[config.mk]
export PLATFORM = sky130hd
export DESIGN_NAME = usart_tx_frame
export DESIGN_NICKNAME = d
export VERILOG_FILES = /design/src/rtl/usart_tx_pkg.sv /design/src/rtl/usart_tx_parity.sv /design/src/rtl/usart_tx_fmt.sv /design/src/rtl/usart_tx_hold.sv /design/src/rtl/usart_tx_serial.sv /design/src/rtl/usart_tx_frame.sv
export SDC_FILE = /design/constraint.sdc
export NUM_CORES = 1
export LEC_CHECK = 0
export ABC_AREA = 0
export BUFFER_PORTS_ARGS = -buffer_cell sky130_fd_sc_hd__clkbuf_2
export CORE_MARGIN = 2
export CORE_UTILIZATION = 30
export CTS_BUF_LIST = sky130_fd_sc_hd__clkbuf_4
export CTS_CLUSTER_SIZE = 30
export DETAILED_ROUTE_END_ITERATION = 12
export PLACE_DENSITY = 0.5
export SETUP_SLACK_MARGIN = 0.4
export SLEW_MARGIN = 15
export SYNTH_ARGS = -nofsm -noshare
export SYNTH_HDL_FRONTEND = slang
export SYNTH_HIERARCHICAL = 1
export SYNTH_SLANG_ARGS = --single-unit
[constraint.sdc]
create_clock -name clk -period 2.45 [get_ports clk]
set_clock_uncertainty 0.05 [all_clocks]
set_input_delay 0 -clock clk [delete_from_list [all_inputs] [get_ports clk]]
set_output_delay 0 -clock clk [all_outputs]
set_load 0.02 [all_outputs]
[src/rtl/usart_tx_pkg.sv]
package usart_tx_pkg;

   typedef enum logic [1:0] {
      LEN_EIGHT = 2'b00,
      LEN_SEVEN = 2'b01,
      LEN_NINE  = 2'b10,
      LEN_LOOP  = 2'b11
   } len_code_e;

   typedef enum logic [1:0] {
      PAR_ODD   = 2'b00,
      PAR_EVEN  = 2'b01,
      PAR_MARK  = 2'b10,
      PAR_SPACE = 2'b11
   } par_kind_e;

   typedef struct packed {
      len_code_e len;
      logic      par_en;
      logic      par_hi;
      logic      shared_bit;
   } tx_cfg_t;

endpackage

[src/rtl/usart_tx_parity.sv]
module usart_tx_parity #(
   parameter int CHAR_W = 8
) (
   input  logic [CHAR_W-1:0]        data,
   input  logic                     short_char,
   input  usart_tx_pkg::par_kind_e  kind,
   output logic                     par_bit
);
   import usart_tx_pkg::*;

   logic [CHAR_W-1:0] chain;

   // running XOR; tap one position early for the short character
   assign chain[0] = data[0];
   generate
      for (genvar i = 1; i < CHAR_W; i++) begin : g_chain
         assign chain[i] = chain[i-1] ^ data[i];
      end
   endgenerate

   logic ones_odd;
   assign ones_odd = short_char ? chain[CHAR_W-2] : chain[CHAR_W-1];

   always_comb begin
      unique case (kind)
         PAR_ODD:   par_bit = ~ones_odd;
         PAR_EVEN:  par_bit = ones_odd;
         PAR_MARK:  par_bit = 1'b1;
         default:   par_bit = 1'b0;
      endcase
   end

endmodule

[src/rtl/usart_tx_fmt.sv]
module usart_tx_fmt #(
   parameter int CHAR_W    = 8,
   parameter int STOP_BITS = 1,
   parameter int FRAME_W   = 1 + CHAR_W + 1 + STOP_BITS,
   parameter int CNT_W     = $clog2(FRAME_W + 1)
) (
   input  usart_tx_pkg::tx_cfg_t cfg,
   input  logic [CHAR_W-1:0]     data,
   output logic [FRAME_W-1:0]    frame,
   output logic [CNT_W-1:0]      frame_len,
   output logic                  is_loop
);
   import usart_tx_pkg::*;

   logic      nine_mode;
   logic      short_char;
   logic      par_bit;
   par_kind_e kind;

   assign nine_mode  = cfg.len[1];
   assign short_char = (cfg.len == LEN_SEVEN);
   assign is_loop    = (cfg.len == LEN_LOOP);
   assign kind       = par_kind_e'({cfg.par_hi, cfg.shared_bit});

   usart_tx_parity #(.CHAR_W(CHAR_W)) u_par (
      .data       (data),
      .short_char (short_char),
      .kind       (kind),
      .par_bit    (par_bit)
   );

   always_comb begin
      int nd;
      int extra;
      frame    = '1;
      frame[0] = 1'b0;
      nd       = short_char ? CHAR_W - 1 : CHAR_W;
      extra    = 0;
      for (int i = 0; i < CHAR_W; i++) begin
         if (i < nd) frame[1+i] = data[i];
      end
      if (nine_mode) begin
         frame[1+CHAR_W] = cfg.shared_bit;
         extra = 1;
      end else if (cfg.par_en) begin
         frame[1+nd] = par_bit;
         extra = 1;
      end
      frame_len = CNT_W'(1 + nd + extra + STOP_BITS);
   end

endmodule

[src/rtl/usart_tx_hold.sv]
module usart_tx_hold #(
   parameter int CHAR_W = 8
) (
   input  logic              clk,
   input  logic              rst_n,
   input  logic              wr_en,
   input  logic [CHAR_W-1:0] wr_data,
   input  logic              take,
   output logic [CHAR_W-1:0] data_q,
   output logic              full_q
);

   always_ff @(posedge clk or negedge rst_n) begin
      if (!rst_n) begin
         data_q <= '0;
         full_q <= 1'b0;
      end else begin
         if (wr_en) data_q <= wr_data;
         if (wr_en)      full_q <= 1'b1;
         else if (take)  full_q <= 1'b0;
      end
   end

   AST_WRITE_FILLS: assert property (@(posedge clk) disable iff (!rst_n)
      wr_en |=> full_q);
   AST_TAKE_EMPTIES: assert property (@(posedge clk) disable iff (!rst_n)
      (take && !wr_en) |=> !full_q);
   AST_LAST_WRITE_KEPT: assert property (@(posedge clk) disable iff (!rst_n)
      wr_en |=> (data_q == $past(wr_data)));

endmodule

[src/rtl/usart_tx_serial.sv]
module usart_tx_serial #(
   parameter int FRAME_W   = 11,
   parameter int CNT_W     = 4,
   parameter int MIN_LEN   = 10
) (
   input  logic               clk,
   input  logic               rst_n,
   input  logic               tick,
   input  logic               have_char,
   input  logic [FRAME_W-1:0] frame_in,
   input  logic [CNT_W-1:0]   len_in,
   input  logic               loop_in,
   output logic               load,
   output logic               busy_q,
   output logic               loop_q,
   output logic               bit_o
);

   logic [FRAME_W-1:0] shreg;
   logic [CNT_W-1:0]   left;
   logic               last_bit;

   assign last_bit = (left == CNT_W'(1));
   assign load     = tick && have_char && (!busy_q || last_bit);
   assign bit_o    = busy_q ? shreg[0] : 1'b1;

   always_ff @(posedge clk or negedge rst_n) begin
      if (!rst_n) begin
         shreg  <= '1;
         left   <= '0;
         busy_q <= 1'b0;
         loop_q <= 1'b0;
      end else if (load) begin
         shreg  <= frame_in;
         left   <= len_in;
         busy_q <= 1'b1;
         loop_q <= loop_in;
      end else if (tick && busy_q) begin
         if (last_bit) begin
            shreg  <= '1;
            left   <= '0;
            busy_q <= 1'b0;
         end else begin
            shreg  <= {1'b1, shreg[FRAME_W-1:1]};
            left   <= left - CNT_W'(1);
         end
      end
   end

   AST_STEADY_BETWEEN_TICKS: assert property (@(posedge clk) disable iff (!rst_n)
      !tick |=> $stable(bit_o));
   AST_START_LOW: assert property (@(posedge clk) disable iff (!rst_n)
      load |=> (bit_o == 1'b0));
   AST_LEN_LEGAL: assert property (@(posedge clk) disable iff (!rst_n)
      load |-> (len_in >= CNT_W'(MIN_LEN) && len_in <= CNT_W'(FRAME_W)));

endmodule

[src/rtl/usart_tx_frame.sv]
module usart_tx_frame #(
   parameter int CHAR_W    = 8,
   parameter int STOP_BITS = 1
) (
   input  logic              clk,
   input  logic              rst_n,
   input  logic [1:0]        cfg_len,
   input  logic              cfg_par_en,
   input  logic              cfg_par_hi,
   input  logic              cfg_shared,
   input  logic              wr_en,
   input  logic [CHAR_W-1:0] wr_data,
   input  logic              baud_tick,
   output logic              tx_line,
   output logic              loop_line,
   output logic              buf_empty
);
   import usart_tx_pkg::*;

   localparam int FRAME_W = 1 + CHAR_W + 1 + STOP_BITS;
   localparam int CNT_W   = $clog2(FRAME_W + 1);
   localparam int MIN_LEN = 1 + (CHAR_W - 1) + STOP_BITS;

   generate
      if (CHAR_W < 2) begin : g_bad_width
         $error("CHAR_W must be at least 2");
      end
      if (STOP_BITS < 1 || STOP_BITS > 2) begin : g_bad_stop
         $error("STOP_BITS must be 1 or 2");
      end
   endgenerate

   tx_cfg_t             cfg;
   logic [CHAR_W-1:0]   held;
   logic                full;
   logic                take;
   logic [FRAME_W-1:0]  frame;
   logic [CNT_W-1:0]    flen;
   logic                is_loop;
   logic                busy;
   logic                loop_q;
   logic                ser_bit;

   assign cfg = '{len: len_code_e'(cfg_len), par_en: cfg_par_en,
                  par_hi: cfg_par_hi, shared_bit: cfg_shared};

   usart_tx_hold #(.CHAR_W(CHAR_W)) u_hold (
      .clk     (clk),
      .rst_n   (rst_n),
      .wr_en   (wr_en),
      .wr_data (wr_data),
      .take    (take),
      .data_q  (held),
      .full_q  (full)
   );

   usart_tx_fmt #(
      .CHAR_W    (CHAR_W),
      .STOP_BITS (STOP_BITS),
      .FRAME_W   (FRAME_W),
      .CNT_W     (CNT_W)
   ) u_fmt (
      .cfg       (cfg),
      .data      (held),
      .frame     (frame),
      .frame_len (flen),
      .is_loop   (is_loop)
   );

   usart_tx_serial #(
      .FRAME_W (FRAME_W),
      .CNT_W   (CNT_W),
      .MIN_LEN (MIN_LEN)
   ) u_ser (
      .clk       (clk),
      .rst_n     (rst_n),
      .tick      (baud_tick),
      .have_char (full),
      .frame_in  (frame),
      .len_in    (flen),
      .loop_in   (is_loop),
      .load      (take),
      .busy_q    (busy),
      .loop_q    (loop_q),
      .bit_o     (ser_bit)
   );

   assign tx_line   = loop_q ? 1'b1 : ser_bit;
   assign loop_line = loop_q ? ser_bit : 1'b1;
   assign buf_empty = ~full;

   AST_ONE_LINE_ACTIVE: assert property (@(posedge clk) disable iff (!rst_n)
      !tx_line |-> loop_line);
   AST_IDLE_HIGH: assert property (@(posedge clk) disable iff (!rst_n)
      !busy |-> (tx_line && loop_line));
   AST_START_EMPTIES: assert property (@(posedge clk) disable iff (!rst_n)
      (take && !wr_en) |=> buf_empty);

endmodule

Word level (Yosys, flattened, before mapping)

Cells that the tools add are included.

Output and inout port bits: 3
Bits in registers: 26

Equal/unequal tests: 5
Reduce and logical (&&, ||, !) cells: 11
Order comparisons: 10
$add $sub $neg: 4
Bitwise gates (word level): 9
Mux-type cells: 34

Operators with widths:

| cell                | count |
|---|---|
| $lt 4x32->1 const A | 4 |
| $lt 3x32->1 const A | 2 |
| $mux 11             | 3 |
| $ge 32x1->1 const B | 1 |
| $lt 1x32->1 const A | 1 |
| $lt 2x32->1 const A | 1 |
| $lt 32x6->1 const B | 1 |
| $mux 1              | 22 |
| $mux 4              | 4 |
| $bwmux 11           | 1 |
| $mux 10             | 1 |
| $mux 9              | 1 |
| $xor 1x1->1         | 7 |
| $reduce_bool 2->1   | 3 |
| $add 1x4->5 const A | 1 |
| $add 4x2->4         | 1 |
| $add 4x2->4 const B | 1 |
| $demux 1 s4         | 1 |
| $eq 2x1->1 const B  | 2 |
| $eq 2x2->1 const B  | 2 |
| $eq 4x1->1 const B  | 1 |
| $logic_and 1x1->1   | 4 |
| $sub 4x1->4 const B | 1 |
| $pmux 1 s3          | 1 |
| other kinds (5)     | 6 |

Longest topological paths before layout

Gate-level depths: netlist of the first run.

Depth in word-level cells: 14
Depth in mapped cells: 9
Depth with buffers taken out: 9

Cells and area by module

Netlist of the first run, hierarchy kept.

By module, submodules not included:

| module          | instances | area each (um^2) | seq. area each (um^2) | cells an instance |
|---|---|---|---|---|
| usart_tx_serial | 1         | 898.4            | 439.2                 | 79 |
| usart_tx_hold   | 1         | 369.1            | 225.2                 | 20 |
| usart_tx_fmt    | 1         | 162.7            | 0.0                   | 23 |
| usart_tx_parity | 1         | 92.6             | 0.0                   | 9 |
| usart_tx_frame  | 1         | 16.3             | 0.0                   | 3 |

Worst setup path after synthesis of the first run

No wires, ideal clock.

Kind: register -> register
Start: register u_hold.data_q[7]
End: register u_ser.shreg[8]
Required time: 2319 ps
Buffers on the path: 0
Clock period less this slack: 1910 ps
Stages on the path, launching flop included: 9
Setup slack: 540 ps
Data arrival time: 1779 ps
Path through: dfrtp_1 > nor2b_4 > xnor3_1 > xnor2_1 > nor2_1 > xnor2_1 > nand2b_1 > mux2_4 > o221a_1

Word-level cells in the longest chain between the ends: 8
Elaborated cells on any way between the ends: 9
Those cells by class: mux: 7; bitwise: 2

RTL lines:

| what                    | line                  | source |
|---|---|---|
| from (decl)             | usart_tx_hold.sv:9    | `output logic [CHAR_W-1:0] data_q,` |
| from (signal assigned)  | usart_tx_hold.sv:18   | `if (wr_en) data_q <= wr_data;` |
| $xor 1x1->1 (*)         | usart_tx_parity.sv:17 | `assign chain[i] = chain[i-1] ^ data[i];` |
| $mux 1 (*)              | usart_tx_parity.sv:22 | `assign ones_odd = short_char ? chain[CHAR_W-2] : chain[CHAR_W-1];` |
| $not 1->1               | usart_tx_parity.sv:26 | `PAR_ODD: par_bit = ~ones_odd;` |
| $pmux 1 s3 (*)          | usart_tx_parity.sv:25 | `unique case (kind)` |
| named net u_fmt.par_bit | usart_tx_fmt.sv:17    | `logic par_bit;` |
| $bwmux 11 (*)           | usart_tx_fmt.sv:46    | `frame[1+nd] = par_bit;` |
| $mux 11 (*)             | usart_tx_fmt.sv:45    | `end else if (cfg.par_en) begin` |
| $mux 9 (*)              | usart_tx_fmt.sv:42    | `if (nine_mode) begin` |
| named net frame[8]      | usart_tx_frame.sv:37  | `logic [FRAME_W-1:0] frame;` |
| $mux 11 (*)             | usart_tx_serial.sv:33 | `end else if (load) begin` |
| to (signal assigned)    | usart_tx_serial.sv:34 | `shreg <= frame_in;` |
| to (signal assigned)    | usart_tx_serial.sv:44 | `shreg <= {1'b1, shreg[FRAME_W-1:1]};` |
| to (decl)               | usart_tx_serial.sv:19 | `logic [FRAME_W-1:0] shreg;` |

The timed path passes the listed nets; every way through them passes the cells marked *.
A chain may end at the register's enable or synchronous reset.

Worst setup path after layout of the first run

Same ends and word-level chain as after synthesis.

==> flow_metrics.py, run 1 <==
metrics = {
    "run": {
        "max_cap_violations": 0,
    },
    "cells_and_area": {
        "fin_util_pct": 35.8,
        "fin_nets": 178,
        "drive_above_1_share_pct": 36.3,
        "syn_to_final_growth_pct": 17.2,
        "diodes": 0,
    },
    "sta": {
        "finalSetupTns_ns": 0,
        "setup_viol": 0,
        "tightest_slew_ns": 0.651,
        "period_share_pct": 80.1,
        "clock.fmax_mhz": 510,
        "finalHoldViolations": 0,
        "period_needed_ns": 1.96,
        "rsz0062_at_grt": "yes",
        "slew_headroom_pct": 56.6,
        "maxSlewViolCount": 0,
    },
    "power_and_ir_drop": {
        "vdd_drop_max_uv": 348,
        "p_leak_nw": 0.789,
        "power_density_mw_per_mm2": 773,
    },
    "cts": {
        "numClockSinks": 26,
        "clk_path_buf_depth": 2,
        "htreeDepth": 1,
        "numCtsBuffers": 3,
        "clk_root_buffer_cell": "clkbuf_4",
        "cts_tree": "built",
        "clk-insertion-delay-late_ns": 0.33,
        "clk_pin_slew_ns": 0.15,
    },
    "routing": {
        "routed_wl_um": 2900,
        "wl_per_cell_um": 12.8,
        "first_iter_violations": 83,
        "drc_errors": 0,
        "vias_per_cell": 4.45,
        "antenna_left": 0,
        "first_pass_iters": 4,
        "num_vias": 1010,
    },
    "synthesis": {
        "async_flop_share_pct": 100,
        "synth_top_area_share_pct": 24.4,
        "ys_warn_count": 6,
        "synth_edf_count": 0,
        "synth_ff_type": "dfrtp_1",
        "synthMostInstantiatedCell": "dfrtp_1",
        "synth_cells": 134,
        "ys_top_cells_by_count": "dfrtp_1 (15), nand2b_1 (14), dfstp_2 (11)",
        "yosys_register_bits": 26,
        "synth_seq_area_share_pct": 43.2,
        "synth.distinct_cells": 42,
        "synth_top_area_cell": "dfrtp_1",
        "synth_area_leaders": "dfrtp_1 (24%), dfstp_2 (19%), mux2_4 (8.8%)",
        "avgSynthCellArea_sq_um": 11.5,
        "syn_area_sq_mm": 0.00154,
    },
    "critical_path": {
        "start_kind": "flop",
        "r2r-end": "u_ser/shreg[8]",
        "worstPathRequired_ns": 2.67,
        "path_class": "flop to flop",
        "reg2regPathDepth": 8,
        "end_kind": "flop",
        "cp.arrival_ns": 2.19,
        "rr_startpoint": "u_hold/data_q[7]",
        "r2r_slack_ns": 0.49,
        "worstPathMaxFanout": 3,
    },
    "floorplanning": {
        "io_pins": 20,
        "die_y_um": 75.6,
        "chipWidth_um": 75.6,
        "fp.dieArea_sq_mm": 0.00572,
        "rows": 26,
        "core_area_sq_mm": 0.00504,
        "start_util_pct": 30.5,
    },
    "place": {
        "gp_congestion": 0.801,
        "io_buffers": 19,
        "post-dp-hpwl_um": 2070,
    },
    "grt": {
        "antenna_found_initial": 0,
        "grt_pass1_vias": 1031,
        "grt_pass1_wl_um": 4990,
        "grt_max_degree": 27,
        "overflow": 0,
        "grt_usage_pct": 11.8,
    },
    "min_path": {
        "hp-start": "cfg_len[0]",
        "whs_path_depth": 3,
        "worstHoldEndpoint": "u_ser/loop_q",
        "hold_class": "input pin to flop",
    },
    "run_status": {
        "status": "completed",
    },
}
metrics by stage:
stage                     hold slack, ns  std cells  power [mW]  instance area, sq um  setup slack, ns
after floorplan                   -0.346        136       0.990                  1550            0.540
after global placement            0.0154        211        1.07                  1630            0.481
after detailed placement          0.0100        211        1.08                  1630            0.453
after CTS                         0.0131        225        1.40                  1780            0.440
after global routing              0.0200        227        1.49                  1800            0.364
final                             0.0273        227        1.39                  1800            0.488
routing by layer:
metal | wire length, um | global-route usage (%)
met1 | 1500 | 16.9
met2 | 1260 | 17.7
met3 | 116 | 3.04
met4 | 21 | 2.92
met5 | 0 | 0
state kept, by name, summed over array words and instances, names as in the netlist:
signal / count
u_hold/full_q: 1
u_ser/busy_q: 1
u_ser/loop_q: 1
u_ser/left: 4
u_ser/shreg: 11
u_hold/data_q: 8
repair_timing:
item,in CTS,in global routing
setup buffers,0,2
hold buffers,10,0
gates resized for setup,0,1
endpoints found under the setup margin,0,2
hold endpoints to repair,25,0
cells by family (layout without fill, tap and decap cells):
kind of cell,after synthesis,after routing,share of synthesized area (%)
AOI/OAI and AO/OA,24,24,14.6
xor gates and xnor gates,7,7,4.88
adders and majority gates,3,3,2.44
buffers and inverters,26,47,9.92
DFF,26,26,43.2
muxes,11,11,10.2
other,2,4,0.488
and+or+nand+nor,35,35,14.2
critical path: stages, from the launching register on:
cell and delay, ns:
dfrtp_1 0.43, nor2b_4 0.13, xnor3_1 0.34, xnor2_1 0.14, nor2_1 0.06, xnor2_1 0.12
nand2b_4 0.14, mux2_4 0.25, o221a_1 0.26
cell usage in the layout, fill, tap and decap left out, types with 2 or more instances in the layout:
master / count
a221o_1: 3
and2_1: 2
buf_4: 4
clkbuf_2: 19
clkbuf_4: 3
conb_1: 4
dfrtp_1: 15
dfstp_2: 11
dlygate4sd3_1: 10
ha_1: 3
inv_1: 9
mux2_4: 9
nand2_1: 5
nand2b_1: 13
nor2_1: 2
nor2b_1: 2
nor3b_1: 2
o221a_1: 9
o221a_2: 2
o22ai_1: 2
xnor2_1: 5
how the worst max path moves through the flow:
stage / startpoint / end / cells past startpoint
finish: u_hold/data_q[7] / u_ser/shreg[8] / 8
detailed placement: u_hold/data_q[7] / u_ser/shreg[8] / 8
global placement: u_hold/data_q[7] / u_ser/shreg[8] / 8
global route: u_hold/data_q[7] / u_ser/shreg[8] / 8
floorplan: u_hold/data_q[7] / u_ser/shreg[8] / 8
CTS: u_hold/data_q[7] / u_ser/shreg[8] / 8
where the power goes:
group	switching (mW)	internal (mW)
clock network	0.137	0.165
registers	0.0865	0.573
logic	0.172	0.261
total	0.395	1.00
final cells by class:
| cell class | instances | area, sq um |
|---|---|---|
| repair buffers | 33 | 225 |
| well taps | 70 | 87.6 |
| inverters | 10 | 37.5 |
| flip-flops and latches | 26 | 664 |
| clock buffers | 3 | 22.5 |
| fillers | 505 | 3240 |
| clock inverters | 1 | 30.0 |
| multi-input cells | 84 | 737 |
(Power assumes the default switching activity.)
==> inputs of run 2 (changes only) <==
Settings changed: ABC_AREA 0 to 1, PLACE_DENSITY 0.5 to 0.49.
Clock period 2.45 ns to 2 ns, I/O delays scaled along.
==> flow_metrics.py, run 2 <==
metrics = {
    "run_status": {
        "status": "completed",
    },
    "floorplanning": {
        "chipWidth_um": 81.4,
        "core_area_sq_mm": 0.00585,
        "fp.dieArea_sq_mm": 0.00663,
        "start_util_pct": 30.7,
        "io_pins": 20,
        "rows": 28,
        "die_y_um": 81.4,
    },
    "cts": {
        "numClockSinks": 26,
        "clk_root_buffer_cell": "clkbuf_4",
        "numCtsBuffers": 3,
        "clk-insertion-delay-late_ns": 0.34,
        "clk_pin_slew_ns": 0.16,
        "cts_tree": "built",
        "clk_path_buf_depth": 2,
        "htreeDepth": 1,
    },
    "place": {
        "post-place-cells": 352,
        "io_buffers": 19,
        "post-dp-hpwl_um": 2530,
        "gp_congestion": 0.725,
        "pre_cts_ws_ns": 0.378,
        "dpl-instance-area_sq_mm": 0.00186,
    },
    "cells_and_area": {
        "multiInputGateArea_sq_um": 788,
        "syn_to_final_growth_pct": 18.4,
        "largest_register_ff_count": 11,
        "regMostFlops": "u_ser/shreg",
        "fillers": 663,
        "largestRegisters": "u_ser/shreg: 11 flops, u_hold/data_q: 8 flops, u_ser/left: 4 flops",
        "fin_nets": 325,
        "final_area_sq_mm": 0.00213,
        "instances_no_fill": 379,
        "final_common_cell": "nand2_1",
        "fin_util_pct": 36.4,
        "final_cell_mix": "nand2_1 (114), inv_1 (47), dlygate4sd3_1 (20), clkbuf_2 (19), nand3_1 (18)",
        "register_area_sq_um": 666,
        "drive_above_1_share_pct": 21.1,
        "diodes": 0,
    },
    "power_and_ir_drop": {
        "p_leak_nw": 1.23,
        "pwr-share-seq_pct": 46.3,
        "pwr-share-comb_pct": 40.1,
        "clock_power_share_pct": 13.6,
        "power_density_mw_per_mm2": 852,
        "p_total_mw": 1.81,
        "vdd_drop_max_uv": 473,
        "internal_power_mw": 1.10,
        "switching_share_pct": 39.3,
        "p_sw_mw": 0.714,
    },
    "synthesis": {
        "synth.distinct_cells": 26,
        "synth_edf_count": 0,
        "avgSynthCellArea_sq_um": 6.63,
        "synth_top_area_share_pct": 24.0,
        "synth_top_area_cell": "nand2_1",
        "synthMostInstantiatedCell": "nand2_1",
        "synth_seq_area_share_pct": 37.0,
        "syn_area_sq_mm": 0.00180,
        "ys_warn_count": 6,
        "ys_top_cells_by_count": "nand2_1 (115), inv_1 (49), nand3_1 (18)",
        "async_flop_share_pct": 100,
        "synth_cells": 271,
        "synth_area_leaders": "nand2_1 (24%), dfrtp_1 (21%), dfstp_2 (16%)",
        "synth_ff_type": "dfrtp_1",
        "yosys_register_bits": 26,
    },
    "sta": {
        "period_needed_ns": 1.61,
        "rsz0062_at_grt": "yes",
        "worst_slack_ns": 0.390,
        "tightest_slew_ns": 0.681,
        "finalSetupTns_ns": 0,
        "period_share_pct": 80.5,
        "maxSlewViolCount": 0,
        "clock.fmax_mhz": 621,
        "setup_viol": 0,
        "finalHoldViolations": 0,
        "holdWs_ns": 0.00505,
        "slew_headroom_pct": 54.6,
    },
    "critical_path": {
        "path_buf_inv": 5,
        "path_class": "flop to flop",
        "slowest_delay_ns": 0.44,
        "crit_chain": "nand2_1 -> inv_1 -> nor2_2 -> nand2_1 -> nand2_2 -> inv_2 -> nand2_2 -> nand3_2 -> nand2_1 -> nand2_1 -> inv_2 -> inv_1 -> nand2_1 -> nand2_1 -> nand2_1 -> inv_1 -> nand2_1 -> nand3_1 -> nand2_1",
        "cp.arrival_ns": 1.84,
        "start_kind": "flop",
        "end_kind": "flop",
        "worstPathRequired_ns": 2.23,
        "critical-path-slowest-cell": "dfrtp_1",
        "worstPathMaxFanout": 5,
        "crit_family": "simple AND/OR/NAND/NOR gates",
        "crit_top_cell": "nand2_1",
    },
    "routing": {
        "drc_errors": 0,
        "num_vias": 1569,
        "vias_per_cell": 4.14,
        "wl_per_cell_um": 9.58,
        "first_iter_violations": 59,
        "first_pass_iters": 4,
        "antenna_left": 0,
        "routed_wl_um": 3630,
    },
    "grt": {
        "grt_pass1_wl_um": 6140,
        "antenna_found_initial": 0,
        "grt_max_degree": 27,
        "overflow": 0,
        "grt_usage_pct": 11.9,
        "grt_pass1_vias": 1409,
    },
    "run": {
        "max_cap_violations": 0,
    },
    "min_path": {
        "hold_class": "input pin to flop",
    },
}
-- run 2: cell types whose count changed after synthesis, sizes merged, moves of 3 or more --
cell / change
nand2: +120
nand2b: -14
xnor2: -5
inv: +45
o221a: -11
nor2b: -4
and2: -3
a221o: -3
nor2: +11
nand3: +18
mux2: -11
-- run 2: kinds of logic (layout without fill, tap and decap cells) --
group | Yosys count | in the layout | synth area share, %
other cells | 2 | 4 | 0.418
xor+xnor | 1 | 1 | 0.487
simple gates | 159 | 159 | 36.7
flops | 26 | 26 | 37.0
fa+ha+maj | 3 | 3 | 2.09
buf+inv | 72 | 103 | 19.8
compound gates | 8 | 8 | 3.55
-- run 2: final cells by class --
type | count | area share, %
flip-flops and latches | 26 | 31.3
inverters | 55 | 9.82
multi-input cells | 175 | 37.0
repair buffers | 44 | 16.2
well taps | 75 | 4.41
clock buffers | 3 | 1.06
clock inverters | 1 | 0.176
-- run 2: layer usage --
layer / vias to the layer above / global-route usage, % / routed length [um]
met5: - / 0 / 0
met4: 0 / 2.54 / 36
met3: 4 / 3.08 / 117
met2: 24 / 20.6 / 1640
met1: 700 / 14.9 / 1830
li1: 841 / - / -
-- run 2: worst paths after layout --
kind / endpoint / slack [ns] / depth (start not counted) / startpoint
min in group asynchronous: u_ser/loop_q / 0.15 / 2 / rst_n
worst max-delay path: u_ser/shreg[8] / 0.39 / 19 / u_hold/data_q[3]
worst max register to register: u_ser/shreg[8] / 0.39 / 19 / u_hold/data_q[3]
max in group asynchronous: u_ser/busy_q / 1.29 / 2 / rst_n
worst min register to register: u_ser/shreg[1] / 0.43 / 2 / u_ser/shreg[1]
worst min-delay path: u_hold/full_q / 0.005 / 3 / wr_en
-- run 2: tightest hold or removal path, cell delays in order --
cell      delay (ns)
clkbuf_2        0.17
inv_2           0.12
nand2_1         0.08
-- run 2: repair_timing --
item / 4_1_cts / 5_1_grt
gates resized for setup: 0 / 4
pin swaps: 1 / 3
setup endpoints to repair: 2 / 14
setup buffers: 2 / 1
endpoints found under the hold margin: 25 / 0
hold buffers: 20 / 0
-- run 2: power by group through the flow --
stage	clock network (mW)	registers (mW)	logic, mW
2_1_floorplan	0	0.815	0.582
3_3_place_gp	0	0.849	0.676
3_5_place_dp	0	0.850	0.683
4_1_cts	0.259	0.841	0.721
5_1_grt	0.277	0.865	0.848
6_report	0.246	0.841	0.727
